File: config.mk
export PLATFORM = sky130hd
export DESIGN_NAME = bwc_burst_write
export DESIGN_NICKNAME = d
export VERILOG_FILES = /design/src/rtl/bwc_pkg.sv /design/src/rtl/bwc_fall_capture.sv /design/src/rtl/bwc_seq.sv /design/src/rtl/bwc_assembler.sv /design/src/rtl/bwc_store.sv /design/src/rtl/bwc_burst_write.sv
export SDC_FILE = /design/constraint.sdc
export NUM_CORES = 2
export LEC_CHECK = 0
export BUFFER_PORTS_ARGS = -buffer_cell sky130_fd_sc_hd__buf_2
export CORE_MARGIN = 8
export CORE_UTILIZATION = 50
export DETAILED_ROUTE_END_ITERATION = 16
export PLACE_DENSITY_LB_ADDON = 0.08
export SLEW_MARGIN = 20
export SYNTH_ARGS = -nofsm -noshare
export SYNTH_HDL_FRONTEND = slang
export SYNTH_SLANG_ARGS = --single-unit
export TNS_END_PERCENT = 1
File: constraint.sdc
create_clock -name clk -period 2.8 [get_ports clk]
set_input_delay 0.14 -clock clk [delete_from_list [all_inputs] [get_ports clk]]
set_output_delay 0.14 -clock clk [all_outputs]
set_load 0.05 [all_outputs]
File: src/rtl/bwc_pkg.sv
package bwc_pkg;
    localparam int LANE_W = 9;
    localparam int LANES  = 2;
    localparam int BEATS  = 4;
    localparam int WORD_W = LANE_W * LANES;
    localparam int IDX_W  = $clog2(BEATS);

    typedef struct packed {
        logic [LANES-1:0]  en;
        logic [WORD_W-1:0] data;
    } beat_t;

    typedef enum logic [2:0] {
        ST_IDLE,
        ST_HEAD,
        ST_BODY,
        ST_TAIL,
        ST_HEAD_TAIL
    } wr_state_e;
endpackage

File: src/rtl/bwc_fall_capture.sv
module bwc_fall_capture
    import bwc_pkg::*;
(
    input  logic  clk,
    input  logic  rst_n,
    input  beat_t beat_in,
    output beat_t beat_q
);
    // Holds the beat presented at the falling edge for use at the next rising edge.
    always_ff @(negedge clk or negedge rst_n) begin
        if (!rst_n) begin
            beat_q <= '0;
        end else begin
            beat_q <= beat_in;
        end
    end
endmodule

File: src/rtl/bwc_seq.sv
module bwc_seq
    import bwc_pkg::*;
(
    input  logic clk,
    input  logic rst_n,
    input  logic wr_sel,
    output logic accept,
    output logic take_first,
    output logic take_middle,
    output logic commit
);
    wr_state_e state_q, state_d;
    logic      gate_open;

    always_ff @(posedge clk or negedge rst_n) begin
        if (!rst_n) begin
            state_q <= ST_IDLE;
        end else begin
            state_q <= state_d;
        end
    end

    always_comb begin
        gate_open   = 1'b0;
        take_first  = 1'b0;
        take_middle = 1'b0;
        commit      = 1'b0;
        unique case (state_q)
            ST_IDLE:      gate_open = 1'b1;
            ST_HEAD:      take_first = 1'b1;
            ST_BODY: begin
                gate_open   = 1'b1;
                take_middle = 1'b1;
            end
            ST_TAIL: begin
                gate_open = 1'b1;
                commit    = 1'b1;
            end
            ST_HEAD_TAIL: begin
                take_first = 1'b1;
                commit     = 1'b1;
            end
            default: gate_open = 1'b0;
        endcase
    end

    assign accept = wr_sel && gate_open;

    always_comb begin
        state_d = state_q;
        unique case (state_q)
            ST_IDLE:      state_d = accept ? ST_HEAD : ST_IDLE;
            ST_HEAD:      state_d = ST_BODY;
            ST_BODY:      state_d = accept ? ST_HEAD_TAIL : ST_TAIL;
            ST_TAIL:      state_d = accept ? ST_HEAD : ST_IDLE;
            ST_HEAD_TAIL: state_d = ST_BODY;
            default:      state_d = ST_IDLE;
        endcase
    end

    p_gap_after_accept_r7: assert property (@(posedge clk) disable iff (!rst_n)
        accept |=> !accept);

    p_commit_third_edge_r2: assert property (@(posedge clk) disable iff (!rst_n)
        accept |-> ##3 commit);

    p_first_then_middle_r3: assert property (@(posedge clk) disable iff (!rst_n)
        take_first |=> take_middle);
endmodule

File: src/rtl/bwc_assembler.sv
module bwc_assembler
    import bwc_pkg::*;
(
    input  logic                clk,
    input  logic                rst_n,
    input  logic                take_first,
    input  logic                take_middle,
    input  beat_t               rise_beat,
    input  beat_t               fall_beat,
    output beat_t [BEATS-1:0]   burst
);
    beat_t slot0_q, slot1_q, slot2_q;

    always_ff @(posedge clk or negedge rst_n) begin
        if (!rst_n) begin
            slot0_q <= '0;
            slot1_q <= '0;
            slot2_q <= '0;
        end else begin
            if (take_first) begin
                slot0_q <= rise_beat;
            end
            if (take_middle) begin
                slot1_q <= fall_beat;
                slot2_q <= rise_beat;
            end
        end
    end

    // The fourth beat is still in the falling-edge holder at the commit edge.
    assign burst[0] = slot0_q;
    assign burst[1] = slot1_q;
    assign burst[2] = slot2_q;
    assign burst[3] = fall_beat;
endmodule

File: src/rtl/bwc_store.sv
module bwc_store
    import bwc_pkg::*;
#(
    parameter int ADDR_W = 4
) (
    input  logic                    clk,
    input  logic                    rst_n,
    input  logic                    wr_en,
    input  logic [ADDR_W-1:0]       base,
    input  beat_t [BEATS-1:0]       burst,
    input  logic [ADDR_W+IDX_W-1:0] rd_addr,
    output logic [WORD_W-1:0]       rd_data
);
    localparam int WORDS = (1 << ADDR_W) * BEATS;

    logic [WORD_W-1:0] mem [WORDS];
    logic [WORD_W-1:0] merged [BEATS];
    logic [ADDR_W+IDX_W-1:0] wa [BEATS];

    for (genvar b = 0; b < BEATS; b++) begin : g_beat
        assign wa[b] = {base, IDX_W'(b)};
        for (genvar l = 0; l < LANES; l++) begin : g_lane
            assign merged[b][l*LANE_W +: LANE_W] = burst[b].en[l]
                ? burst[b].data[l*LANE_W +: LANE_W]
                : mem[wa[b]][l*LANE_W +: LANE_W];
        end
    end

    always_ff @(posedge clk or negedge rst_n) begin
        if (!rst_n) begin
            for (int i = 0; i < WORDS; i++) begin
                mem[i] <= '0;
            end
        end else if (wr_en) begin
            for (int b = 0; b < BEATS; b++) begin
                mem[wa[b]] <= merged[b];
            end
        end
    end

    assign rd_data = mem[rd_addr];

    p_lane_keeps_r5: assert property (@(posedge clk) disable iff (!rst_n)
        (wr_en && !burst[0].en[0]) |=>
            (mem[$past(wa[0])][LANE_W-1:0] == $past(rd_data_lane0_old)));

    p_no_change_before_commit_r6: assert property (@(posedge clk) disable iff (!rst_n)
        !wr_en |=> (!$stable(rd_addr) || $stable(rd_data)));

    logic [LANE_W-1:0] rd_data_lane0_old;
    assign rd_data_lane0_old = mem[wa[0]][LANE_W-1:0];
endmodule

File: src/rtl/bwc_burst_write.sv
module bwc_burst_write
    import bwc_pkg::*;
#(
    parameter int ADDR_W = 4
) (
    input  logic                    clk,
    input  logic                    rst_n,
    input  logic                    wr_sel,
    input  logic [ADDR_W-1:0]       wr_addr,
    input  logic [WORD_W-1:0]       wr_data,
    input  logic [LANES-1:0]        wr_lane_en,
    input  logic [ADDR_W+IDX_W-1:0] rd_addr,
    output logic [WORD_W-1:0]       rd_data,
    output logic                    commit_pulse,
    output logic [ADDR_W-1:0]       commit_addr
);
    beat_t             rise_beat, fall_beat;
    beat_t [BEATS-1:0] burst;
    logic              accept, take_first, take_middle, commit;
    logic [ADDR_W-1:0] cur_addr_q, fin_addr_q;

    assign rise_beat.en   = wr_lane_en;
    assign rise_beat.data = wr_data;

    bwc_fall_capture u_fall (
        .clk     (clk),
        .rst_n   (rst_n),
        .beat_in (rise_beat),
        .beat_q  (fall_beat)
    );

    bwc_seq u_seq (
        .clk         (clk),
        .rst_n       (rst_n),
        .wr_sel      (wr_sel),
        .accept      (accept),
        .take_first  (take_first),
        .take_middle (take_middle),
        .commit      (commit)
    );

    bwc_assembler u_asm (
        .clk         (clk),
        .rst_n       (rst_n),
        .take_first  (take_first),
        .take_middle (take_middle),
        .rise_beat   (rise_beat),
        .fall_beat   (fall_beat),
        .burst       (burst)
    );

    // Collecting and committing addresses are kept apart, since bursts overlap.
    always_ff @(posedge clk or negedge rst_n) begin
        if (!rst_n) begin
            cur_addr_q   <= '0;
            fin_addr_q   <= '0;
            commit_pulse <= 1'b0;
            commit_addr  <= '0;
        end else begin
            if (accept) begin
                cur_addr_q <= wr_addr;
            end
            if (take_middle) begin
                fin_addr_q <= cur_addr_q;
            end
            commit_pulse <= commit;
            if (commit) begin
                commit_addr <= fin_addr_q;
            end
        end
    end

    bwc_store #(.ADDR_W(ADDR_W)) u_store (
        .clk     (clk),
        .rst_n   (rst_n),
        .wr_en   (commit),
        .base    (fin_addr_q),
        .burst   (burst),
        .rd_addr (rd_addr),
        .rd_data (rd_data)
    );

    p_pulse_single_r10: assert property (@(posedge clk) disable iff (!rst_n)
        commit_pulse |=> !commit_pulse);

    p_idle_no_commit_r9: assert property (@(posedge clk) disable iff (!rst_n)
        (!wr_sel && !take_first && !take_middle && !commit) |=> !commit);
endmodule

# Word-level counts from Yosys, hierarchy flattened
# Cells that the tools add are included.
# word_totals
elab_cells	147
output_inout_bits	23
register_bits	1248
input_bits	33
# classes
eq_ne	4
order_cmp	9
n_reduce_logical	10
bitwise	5
mux	42
# op_table
cell	count
1152-bit bitwise mux	4
18-bit binary-select mux with 6-bit select	5
18-bit demux with 6-bit select	4
18-bit 2-to-1 mux	14
9-bit 2-to-1 mux	8
7-bit greater-or-equal comparator, second input constant	5
6-bit NOT with 7-bit output	5
7-bit by 1-bit less-than comparator with 1-bit output, second input constant	4
3-bit one-hot mux with 3 select lines	1
3-bit by 2-bit == test with 1-bit output, second input constant	2
2-bit OR reduction	3
1-bit logical AND	5
1-bit 2-to-1 mux	5
3-bit by 1-bit == test with 1-bit output, second input constant	1
3-bit == test, second input constant	1
3-bit logical NOT	1
3-bit 2-to-1 mux	1
3-bit OR reduction	1

# Depth between registers and ports, before layout
# logic_depth
ltp_word	9
depth_mapped	10

# Cells and area by module
# From an unflattened synthesis, not the netlist that was laid out.
# unflattened
hier_cells	5715
area_unflattened_um2	67041.8
# modules_own_cells
module	instances	area_each_um2	cells_per_inst
bwc_store	1	63512.2	5504
bwc_assembler	1	2387.3	146
bwc_fall_capture	1	500.5	20
bwc_burst_write	1	460.4	25
bwc_seq	1	181.4	20

==> flow_summary_export.csv <==
group,metric,value,unit
sta,slew-limit-headroom,39.0,%
synthesis,synth-edff-count,0,
place,preCtsSetupSlack,-435,ps
clock_network,cts_sinks,1248,
synthesis,mappedNetlistNets,5514,
clock_network,cts_root_buf,"clkbuf_16",
routing,route.antenna.remaining_nets,0,
routing,routed_via_count,46400,
floorplanning,die_area,0.138,mm2
global_routing,groute.usage.overall,29.7,%
floorplanning,fp.dieW,371,um
synthesis,yosysTopAreaCell,"dfrtp_1",
power,power-per-cell-area,1270,mW/mm2
synthesis,synth_seq_cells,1248,
hold_path,worst_hold_path_type,"input pin to asynchronous set/reset pin",
synthesis,synth_top_cell_area_share,48.8,%
place,port_buffer_count,55,
sta,rsz_0062_raised_after_global_routing,"yes",
setup_path,kind_of_launch_point_of_the_worst_setup_path,"flop",
routing,wl,202000,um
global_routing,antenna_found_initial,6,
setup_path,timing.critical_path.to_type,"primary output",
sta,highest_clock_rate,347,MHz
power,ir_worst_vdd,0.000967,V
synthesis,synth_commonest_cells,"dfrtp_1, nor2_1, a21oi_1",
synthesis,cell_with_the_most_instances_after_synthesis,"dfrtp_1",
global_routing,grt_remaining_overflow,0,
final_layout,drive_gt1_share,27.1,%
synthesis,ys_warn_count,0,
global_routing,vias_in_the_first_global_route,47100,
power,p_leak,0.0317,uW
sta,fin_skew,79.9,ps
routing,viasPerCell,6.30,
routing,drc,0,
setup_path,timing.setup.critical_path_class,"flop to primary output",
synthesis,yosysSeqAreaShare,49.6,%
setup_path,worst-endpoint-required,2660,ps
final_layout,stdcell_area,0.0742,mm2
routing,1st_iter_drt_viols,4779,
setup_path,timing.critical_path.arrival,2740,ps
sta,final_critical_path_setup_slack,-81.2,ps
floorplanning,initial_cell_density_of_the_core,50.2,%
global_routing,grt_pass1_wl,309000,um
place,placed_inst_area,0.0677,mm2
final_layout,utilization,59.2,%
synthesis,synth_cell_types,45,
power,power,94200,uW
sta,share_of_the_clock_period_used_by_the_worst_path,103,%
run_status,violations,"setup timing",
sta,final_max_slew_viol_count,0,
floorplanning,io-pin-count,56,
final_layout,numnets_final,5629,
floorplanning,fp.dieH,371,um
sta,setup_total_negative_slack,-1080,ps
synthesis,synthTopCellsByArea,"dfrtp_1, mux4_2, a21oi_1",
sta,timing.final.hold_violations,0,
synthesis,syn_inst,5481,
run_status,run_status,"finished with violations",
sta,max_slew.worst_pin.slew,911,ps
floorplanning,core,0.125,mm2
routing,detail_routed_net_length_per_standard_cell,27.5,um
clock_network,clk-insertion-delay-late,770,ps
clock_network,numCtsBuffers,141,
sta,setup-violations-final,27,
flow_run,max-cap-violations,0,
place,gpl.final_weighted_congestion,0.864,
setup_path,timing.critical_path.fanout_max,3,
sta,min_clock_period_post_route,2880,ps
synthesis,synth-async-reset-ratio,100,%
clock_network,worst_setup_hold_path_clk_slew,60,ps
clock_network,htree_num_levels,4,
place,hpwl,132000,um
final_layout,areaGrowthSynthToFinish,17.8,%
synthesis,synth-main-ff-cell,"dfrtp_1",
global_routing,maximum_number_of_pins_on_one_net_before_global_route_repair,132,
routing,dr.pass1.iters,6,
synthesis,synthesis.area,0.0630,mm2
clock_network,max_root_sink_buffers,3,
synthesis,post_synthesis_average_cell_area,11.5,um2
floorplanning,number_of_rows_in_the_core_area,130,
clock_network,cts_tree,"yes",
cell type report:
cell class                      count  area [um2]
Fill cell                       10200       51200
Sequential cell                  1248       31200
Multi-Input combinational cell   3691       30200
Timing Repair Buffer              508        5790
Clock buffer                      218        4370
Tap cell                         1650        2060
Clock inverter                     42         563
Inverter                            6        22.5
Antenna cell                        2        5.00
logic make-up (layout without fill, tap and decap cells):
group                     count (synthesis)  in the layout  share of synthesized area [%]
xor gates and xnor gates                  2              2                         0.0278
muxes                                   890            890                           25.3
AOI/OAI and AO/OA                      1444           1444                           12.6
DFF                                    1248           1248                           49.6
and+or+nand+nor                        1355           1355                           8.48
other                                     0              2                              0
buffers and inverters                   542            774                           4.04
registers in the layout, indices dropped and copies added (netlist names):
register	count
u_store.mem	1152
u_asm.burst	60
u_fall.beat_q	20
commit_addr	4
cur_addr_q	4
fin_addr_q	4
u_seq.state_q	3
commit_pulse	1
routing by layer:
| layer | vias to the layer above | wire length, um | part of all wire (%) | track usage (%) |
|---|---|---|---|---|
| li1 | 20200 | - | - | - |
| met1 | 24000 | 85700 | 42 | 41.9 |
| met2 | 1771 | 95200 | 47 | 46.4 |
| met3 | 372 | 14900 | 7.4 | 6.32 |
| met4 | 0 | 6450 | 3.2 | 9.51 |
| met5 | - | 0 | 0 | 0 |
cells in the final DEF (no fill, tap or decap), types with 7 or more instances in the layout:
cell type,n
buf_6,16
dfrtp_1,1225
o21ai_0,22
o211ai_1,17
buf_8,7
nor2_4,12
a2111oi_2,10
a21oi_2,70
mux2i_1,226
dfrtn_1,20
a211oi_2,11
o22ai_1,70
o22ai_2,10
dlygate4sd3_1,31
mux2_2,104
buf_2,33
mux4_2,550
clkbuf_8,32
clkbuf_16,152
a22o_1,12
nand2b_1,25
nor2_1,1174
a2111oi_4,12
mux2_4,10
clkinv_2,23
a22oi_1,8
nand3_1,9
a21oi_1,1141
buf_12,148
nor2b_1,19
buf_4,272
nand2_1,71
bufinv_16,13
a211oi_1,15
clkbuf_1,34
a21oi_4,14
timing repair:
action / 4_1_cts / 5_1_grt
hold buffers: 31 / 0
pin swaps: 16 / 5
buffers inserted: 36 / 1
endpoints found under the setup margin: 286 / 267
endpoints found under the hold margin: 961 / 0
resized for setup: 153 / 38
where the power goes:
group          internal, uW  switching (uW)  leakage [uW]
sequential            25900            6390        0.0160
clock                 11900            7730       0.00244
combinational         20500           21800        0.0133
path summary, 6_finish.rpt:
kind	start	end	cells after the start	slack (ps)
setup / recovery	u_store.mem[987]	rd_data[15]	5	-80
hold / removal	rst_n	u_store.mem[562]	3	110
setup reg to reg	u_fall.beat_q[18]	u_store.mem[78]	7	-70
hold reg to reg	commit_addr[3]	commit_addr[3]	1	500
max in group asynchronous	rst_n	u_fall.beat_q[14]	3	1100
min in group clk	wr_data[4]	u_asm.burst[4]	3	190
worst max-delay path: stages (launching register included):
cell       delay [ps]
dfrtp_1           410
mux4_2            460
mux2_4            300
a2111oi_4         490
a211oi_4          120
buf_8             190
per-stage QoR:
step,std cells,hold slack [ps]
after CTS,7363,95.2
after global placement,7041,65.8
final,7365,113
after floorplan,5481,-156
after detailed placement,7041,66.3
after global routing,7363,120
Note: power is estimated with default switching activity, not from simulation.
